$ cat src/rtl/refill_pkg.sv
package refill_pkg;

  typedef enum logic {
    FILL_CRIT_FIRST = 1'b0,
    FILL_IN_ORDER   = 1'b1
  } fill_mode_e;

  typedef enum logic [1:0] {
    ST_IDLE = 2'd0,
    ST_FILL = 2'd1,
    ST_TAG  = 2'd2
  } fill_state_e;

endpackage

$ cat src/rtl/refill_counter.sv
module refill_counter #(
  parameter int CNT_W = 4
) (
  input  logic             clk,
  input  logic             rst_n,
  input  logic             clr,
  input  logic             inc,
  output logic [CNT_W-1:0] cnt
);

  always_ff @(posedge clk) begin
    if (!rst_n)   cnt <= '0;
    else if (clr) cnt <= '0;
    else if (inc) cnt <= cnt + CNT_W'(1);
  end

endmodule

$ cat src/rtl/refill_order.sv
module refill_order
  import refill_pkg::*;
#(
  parameter  int WORDS = 8,
  localparam int OFF_W = $clog2(WORDS),
  localparam int CNT_W = OFF_W + 1
) (
  input  fill_mode_e       mode,
  input  logic [OFF_W-1:0] crit,
  input  logic [CNT_W-1:0] step,
  output logic [OFF_W-1:0] word
);

  // Step k of a fill maps to a word index. In-order mode: k itself.
  // Critical-first: step 0 is the critical word, later steps walk upward
  // from 0 and jump over the critical index.
  function automatic logic [OFF_W-1:0] slot_for_step(
    input fill_mode_e       m,
    input logic [OFF_W-1:0] c,
    input logic [CNT_W-1:0] k
  );
    logic [CNT_W-1:0] rest;
    if (m == FILL_IN_ORDER) return k[OFF_W-1:0];
    if (k == '0) return c;
    rest = k - CNT_W'(1);
    if (rest >= {1'b0, c}) return OFF_W'(rest + CNT_W'(1));
    return rest[OFF_W-1:0];
  endfunction

  assign word = slot_for_step(mode, crit, step);

endmodule

$ cat src/rtl/line_refill_ctrl.sv
module line_refill_ctrl
  import refill_pkg::*;
#(
  parameter  int WORDS  = 8,
  parameter  int BLK_W  = 24,
  parameter  int DATA_W = 32,
  localparam int OFF_W  = $clog2(WORDS),
  localparam int ADDR_W = BLK_W + OFF_W
) (
  input  logic              clk,
  input  logic              rst_n,
  input  logic              miss_valid,
  input  logic [BLK_W-1:0]  miss_blk,
  input  logic [OFF_W-1:0]  miss_off,
  input  logic              miss_mode,
  output logic              busy,
  output logic              mem_req_valid,
  input  logic              mem_req_ready,
  output logic [ADDR_W-1:0] mem_req_addr,
  input  logic              mem_rsp_valid,
  input  logic [DATA_W-1:0] mem_rsp_data,
  output logic              line_we,
  output logic [OFF_W-1:0]  line_idx,
  output logic [DATA_W-1:0] line_data,
  output logic              tag_we,
  output logic [BLK_W-1:0]  tag_blk,
  output logic              cpu_valid,
  output logic [DATA_W-1:0] cpu_data
);

  localparam int CNT_W = OFF_W + 1;

  fill_state_e       state_q, state_d;
  logic [BLK_W-1:0]  blk_q;
  logic [OFF_W-1:0]  off_q;
  fill_mode_e        mode_q;

  // named internal events
  logic              accept;
  logic              req_fire;
  logic              req_done;
  logic              rsp_take;
  logic              rsp_last;
  logic              crit_hit;
  logic [CNT_W-1:0]  req_cnt;
  logic [CNT_W-1:0]  rsp_cnt;
  logic [OFF_W-1:0]  req_word;
  logic [OFF_W-1:0]  rsp_word;

  assign accept   = miss_valid && (state_q == ST_IDLE);
  assign req_done = (req_cnt == CNT_W'(WORDS));
  assign req_fire = mem_req_valid && mem_req_ready;
  assign rsp_take = mem_rsp_valid && (state_q == ST_FILL);
  assign rsp_last = rsp_take && (rsp_cnt == CNT_W'(WORDS - 1));
  assign crit_hit = rsp_take && (rsp_word == off_q);

  always_ff @(posedge clk) begin
    if (!rst_n) begin
      blk_q  <= '0;
      off_q  <= '0;
      mode_q <= FILL_CRIT_FIRST;
    end else if (accept) begin
      blk_q  <= miss_blk;
      off_q  <= miss_off;
      mode_q <= fill_mode_e'(miss_mode);
    end
  end

  always_comb begin
    state_d = state_q;
    unique case (state_q)
      ST_IDLE: if (accept)   state_d = ST_FILL;
      ST_FILL: if (rsp_last) state_d = ST_TAG;
      ST_TAG:                state_d = ST_IDLE;
      default:               state_d = ST_IDLE;
    endcase
  end

  always_ff @(posedge clk) begin
    if (!rst_n) state_q <= ST_IDLE;
    else        state_q <= state_d;
  end

  refill_counter #(.CNT_W(CNT_W)) u_req_cnt (
    .clk   (clk),
    .rst_n (rst_n),
    .clr   (accept),
    .inc   (req_fire),
    .cnt   (req_cnt)
  );

  refill_counter #(.CNT_W(CNT_W)) u_rsp_cnt (
    .clk   (clk),
    .rst_n (rst_n),
    .clr   (accept),
    .inc   (rsp_take),
    .cnt   (rsp_cnt)
  );

  refill_order #(.WORDS(WORDS)) u_req_order (
    .mode (mode_q),
    .crit (off_q),
    .step (req_cnt),
    .word (req_word)
  );

  refill_order #(.WORDS(WORDS)) u_rsp_order (
    .mode (mode_q),
    .crit (off_q),
    .step (rsp_cnt),
    .word (rsp_word)
  );

  assign busy          = (state_q != ST_IDLE);
  assign mem_req_valid = (state_q == ST_FILL) && !req_done;
  assign mem_req_addr  = {blk_q, req_word};

  assign line_we   = rsp_take;
  assign line_idx  = rsp_word;
  assign line_data = mem_rsp_data;

  assign cpu_valid = crit_hit;
  assign cpu_data  = mem_rsp_data;

  assign tag_we  = (state_q == ST_TAG);
  assign tag_blk = blk_q;

endmodule

$ cat config.mk
export PLATFORM = sky130hd
export DESIGN_NAME = line_refill_ctrl
export DESIGN_NICKNAME = d
export VERILOG_FILES = /design/src/rtl/refill_pkg.sv /design/src/rtl/refill_counter.sv /design/src/rtl/refill_order.sv /design/src/rtl/line_refill_ctrl.sv
export SDC_FILE = /design/constraint.sdc
export NUM_CORES = 1
export LEC_CHECK = 0
export ABC_AREA = 1
export BUFFER_PORTS_ARGS = -buffer_cell sky130_fd_sc_hd__buf_2
export CORE_MARGIN = 3
export CORE_UTILIZATION = 41
export CTS_CLUSTER_DIAMETER = 100
export DETAILED_ROUTE_END_ITERATION = 10
export GPL_ROUTABILITY_DRIVEN = 1
export GPL_TIMING_DRIVEN = 0
export PLACE_DENSITY = 0.84
export SYNTH_ARGS = -nofsm -noshare
export SYNTH_HDL_FRONTEND = slang
export SYNTH_SLANG_ARGS = --single-unit
export TNS_END_PERCENT = 20
$ cat constraint.sdc
create_clock -name clk -period 3.1 [get_ports clk]
set_input_delay 0.62 -clock clk [delete_from_list [all_inputs] [get_ports clk]]
set_output_delay 0.62 -clock clk [all_outputs]
set_load 0.005 [all_outputs]
==> impl_metrics.json <==
{
  "clkPwrFrac_pct": 26.2,
  "crit_fanout": 4,
  "start_kind": "flip-flop",
  "p_int_mw": 0.929,
  "vdd_ir_drop_max_uv": 382,
  "sw_frac_of_total_pct": 29.6,
  "switchingPower_mw": 0.390,
  "synthesis.area_mm2": 0.00263,
  "worstMarginPinSlew_ps": 450,
  "cts-root-buf": "clkbuf_8",
  "p_comb_share_pct": 32.3,
  "htree_levels": 2,
  "max_stage_delay_ps": 360,
  "drive_above_1_share_pct": 53.3,
  "clock_latency_ps": 280,
  "finalCritPeriodShare_pct": 97.1,
  "ys_ff_latch": 38,
  "grt_max_degree": 13,
  "grt_overflow": 0,
  "cts_buffers": 5,
  "crit_path_end_kind": "output port",
  "crit_top_cell": "nand2_2",
  "yosysWarningCount": 0,
  "dpl.hpwl_mm": 5.93,
  "crit_type": "flip-flop to output port",
  "synthDistinctLibCells": 29,
  "dp.cells": 602,
  "setup_violations": 0,
  "pwr-share-seq_pct": 41.4,
  "post-route-min-period_ps": 3010,
  "antenna_cells": 0,
  "grt_pass1_wl_mm": 11.1,
  "hold_buffers": 0,
  "clock_sinks": 38,
  "crit_required_ps": 2480,
  "finalMaxSlewViolations": 0,
  "gp_congestion": 0.872,
  "synth_area_per_cell_um2": 7.07,
  "synth_cells": 372,
  "clk_pin_slew_worst_paths_ps": 80,
  "area_growth_pct": 40.9,
  "power.density_mw_per_mm2": 356,
  "post-route-drc-count": 0,
  "postRouteAntennaNets": 0,
  "routed_wl_mm": 7.33,
  "row_count": 28,
  "status": "finished, final reports clean",
  "finalHoldViolations": 0,
  "slowest_stage": "dfxtp_2",
  "antenna_found_initial": 0,
  "path_cells": "inv_2 -> ha_4 -> or2_1 -> nand2_2 -> inv_2 -> ha_4 -> inv_2 -> nand2_2 -> nor2_4 -> nand2_2 -> nand2_2 -> nand3_2 -> nand2_2 -> nand2_2 -> nand2_1 -> nand2_1 -> inv_1 -> nand2_1 -> nor2_2 -> buf_2",
  "grt_util_all_layers_pct": 18.2,
  "die-area_mm2": 0.00741,
  "placed_area_mm2": 0.00350,
  "fp.coreArea_mm2": 0.00606,
  "post_drt_via_cell_ratio": 4.55,
  "io_pins": 188,
  "drt-initial-drc-count": 176,
  "yosysSeqAreaShare_pct": 28.9,
  "fin_cells": 615,
  "cap_violations": 0,
  "rsz0062_at_grt": "true",
  "clk_path_buf_depth": 2,
  "clock.fmax_mhz": 332,
  "numPortBuffers": 155,
  "die_h_um": 86.1,
  "slew_headroom_pct": 70.0,
  "skew_ps": 6.19,
  "die_w_um": 86.1,
  "layout.nets": 616,
  "finalPower_mw": 1.32,
  "cts_tree": "yes",
  "setup_tns_ps": 0,
  "drt_pass1_iterations": 4,
  "start_util_pct": 43.4,
  "vias": 2801,
  "design_area_mm2": 0.00370,
  "wl_per_cell_um": 11.9,
  "p_leak_nw": 2.11,
  "grt_pass1_vias": 2663,
  "syn-num-nets": 449,
  "critical_path_arrival_ps": 2390,
  "hold_path.class": "flip-flop to flip-flop"
}
Yosys cell counts:
cell | count | area, um^2
a21oi_1 | 12 | 60.1
nand4_1 | 1 | 6.26
a21oi_2 | 1 | 8.76
nand3_2 | 2 | 20.0
a211oi_1 | 1 | 7.51
inv_1 | 33 | 124
nand2_2 | 6 | 37.5
or2_1 | 1 | 6.26
ha_1 | 12 | 150
nor3_1 | 2 | 10.0
o211ai_1 | 1 | 7.51
a21boi_0 | 1 | 7.51
nor2_2 | 2 | 12.5
nor2_4 | 1 | 11.3
a31oi_1 | 1 | 6.26
buf_4 | 88 | 661
nand3_1 | 26 | 130
dfxtp_1 | 38 | 761
xnor2_1 | 1 | 8.76
o21ai_0 | 36 | 180
xor2_1 | 1 | 8.76
inv_2 | 2 | 7.51
clkbuf_1 | 7 | 26.3
nor3b_1 | 2 | 15.0
nand2_1 | 43 | 161
clkinv_1 | 1 | 3.75
buf_2 | 1 | 5.00
nor2_1 | 47 | 176
o21ai_1 | 2 | 10.0
cell families (layout without fill, tap and decap cells):
kind of cell / Yosys count / count (layout) / share of synthesized area [%]
and+or+nand+nor: 133 / 133 / 22.3
buffers and inverters: 132 / 300 / 31.4
AOI/OAI and AO/OA: 55 / 55 / 10.9
DFF: 38 / 38 / 28.9
adders and majority gates: 12 / 12 / 5.71
xor gates and xnor gates: 2 / 2 / 0.666
per-layer routing:
| metal | wire length [um] | vias up | GRT usage (%) |
|---|---|---|---|
| met4 | 128 | 0 | 6.04 |
| met5 | 0 | - | 0 |
| met1 | 2640 | 1239 | 19.1 |
| met3 | 598 | 10 | 4.51 |
| li1 | - | 1426 | - |
| met2 | 3960 | 126 | 34.9 |
timing repair:
item / CTS / global route
setup endpoints to repair: 6 / 4
pin swaps: 1 / 12
resized for setup: 8 / 20
buffers inserted: 0 / 5
worst paths after layout:
kind         slack (ps)  cells after the start                     startpoint                            end
max                  90                     20  u_rsp_cnt.cnt[1]$_SDFFE_PP0P_                      cpu_valid
min reg2reg         460                      2       tag_blk[19]$_SDFFE_PN0P_       tag_blk[19]$_SDFFE_PN0P_
min                 460                      2       tag_blk[19]$_SDFFE_PN0P_       tag_blk[19]$_SDFFE_PN0P_
max reg2reg        1500                     10  u_req_cnt.cnt[0]$_SDFFE_PP0P_  u_req_cnt.cnt[3]$_SDFFE_PP0P_
flip-flops by register name, summed over array words and instances, names as in the netlist:
name	count
tag_blk	24
u_req_cnt.cnt	4
u_rsp_cnt.cnt	4
off_q	3
state_q	2
mode_q	1
stage by stage:
step / util [%] / hold slack (ps) / worst slack (ps)
6_report: 61.1 / 464 / 88.4
5_1_grt: 61.1 / 491 / -96.5
4_1_cts: 59.5 / 467 / 6.38
3_5_place_dp: 57.7 / 455 / -6.68
3_3_place_gp: 57.7 / 451 / 129
2_1_floorplan: - / 456 / 441
critical path: cells and delay by family, from the launching register on:
kind	cells	cell delay, ps
AND/OR/NAND/NOR	13	1130
flip-flops	1	360
buffers and inverters	5	310
adder cells (fa/ha/maj)	2	310
layout by cell type (no fill, tap or decap), types with 3 or more instances in the layout:
cell type,instances
nand2_2,9
inv_1,28
o21ai_0,34
buf_2,156
nand2_1,40
clkbuf_8,6
o21ai_1,4
nand3_2,3
buf_4,93
nand3_1,25
clkbuf_1,7
inv_2,5
nor2_1,47
dfxtp_1,34
ha_1,9
ha_4,3
a21oi_1,12
power groups by stage:
| stage | clock network (mW) | logic (mW) | registers [mW] |
|---|---|---|---|
| 5_1_grt | 0.385 | 0.475 | 0.552 |
| 2_1_floorplan | 0 | 0.246 | 0.556 |
| 3_5_place_dp | 0 | 0.410 | 0.558 |
| 4_1_cts | 0.355 | 0.412 | 0.547 |
| 3_3_place_gp | 0 | 0.398 | 0.556 |
| 6_report | 0.346 | 0.427 | 0.547 |
area by class of cell:
cell class              count  area (um^2)
plain buffers              96          692
clock buffers               6         82.6
clock inverters             2         12.5
fillers                   540         2360
inverters                  36          148
multi-input cells         202         1090
flip-flops and latches     38          771
well taps                  75         93.8
repair buffers            160          813
No activity file was read; power rests on OpenSTA's default activity.
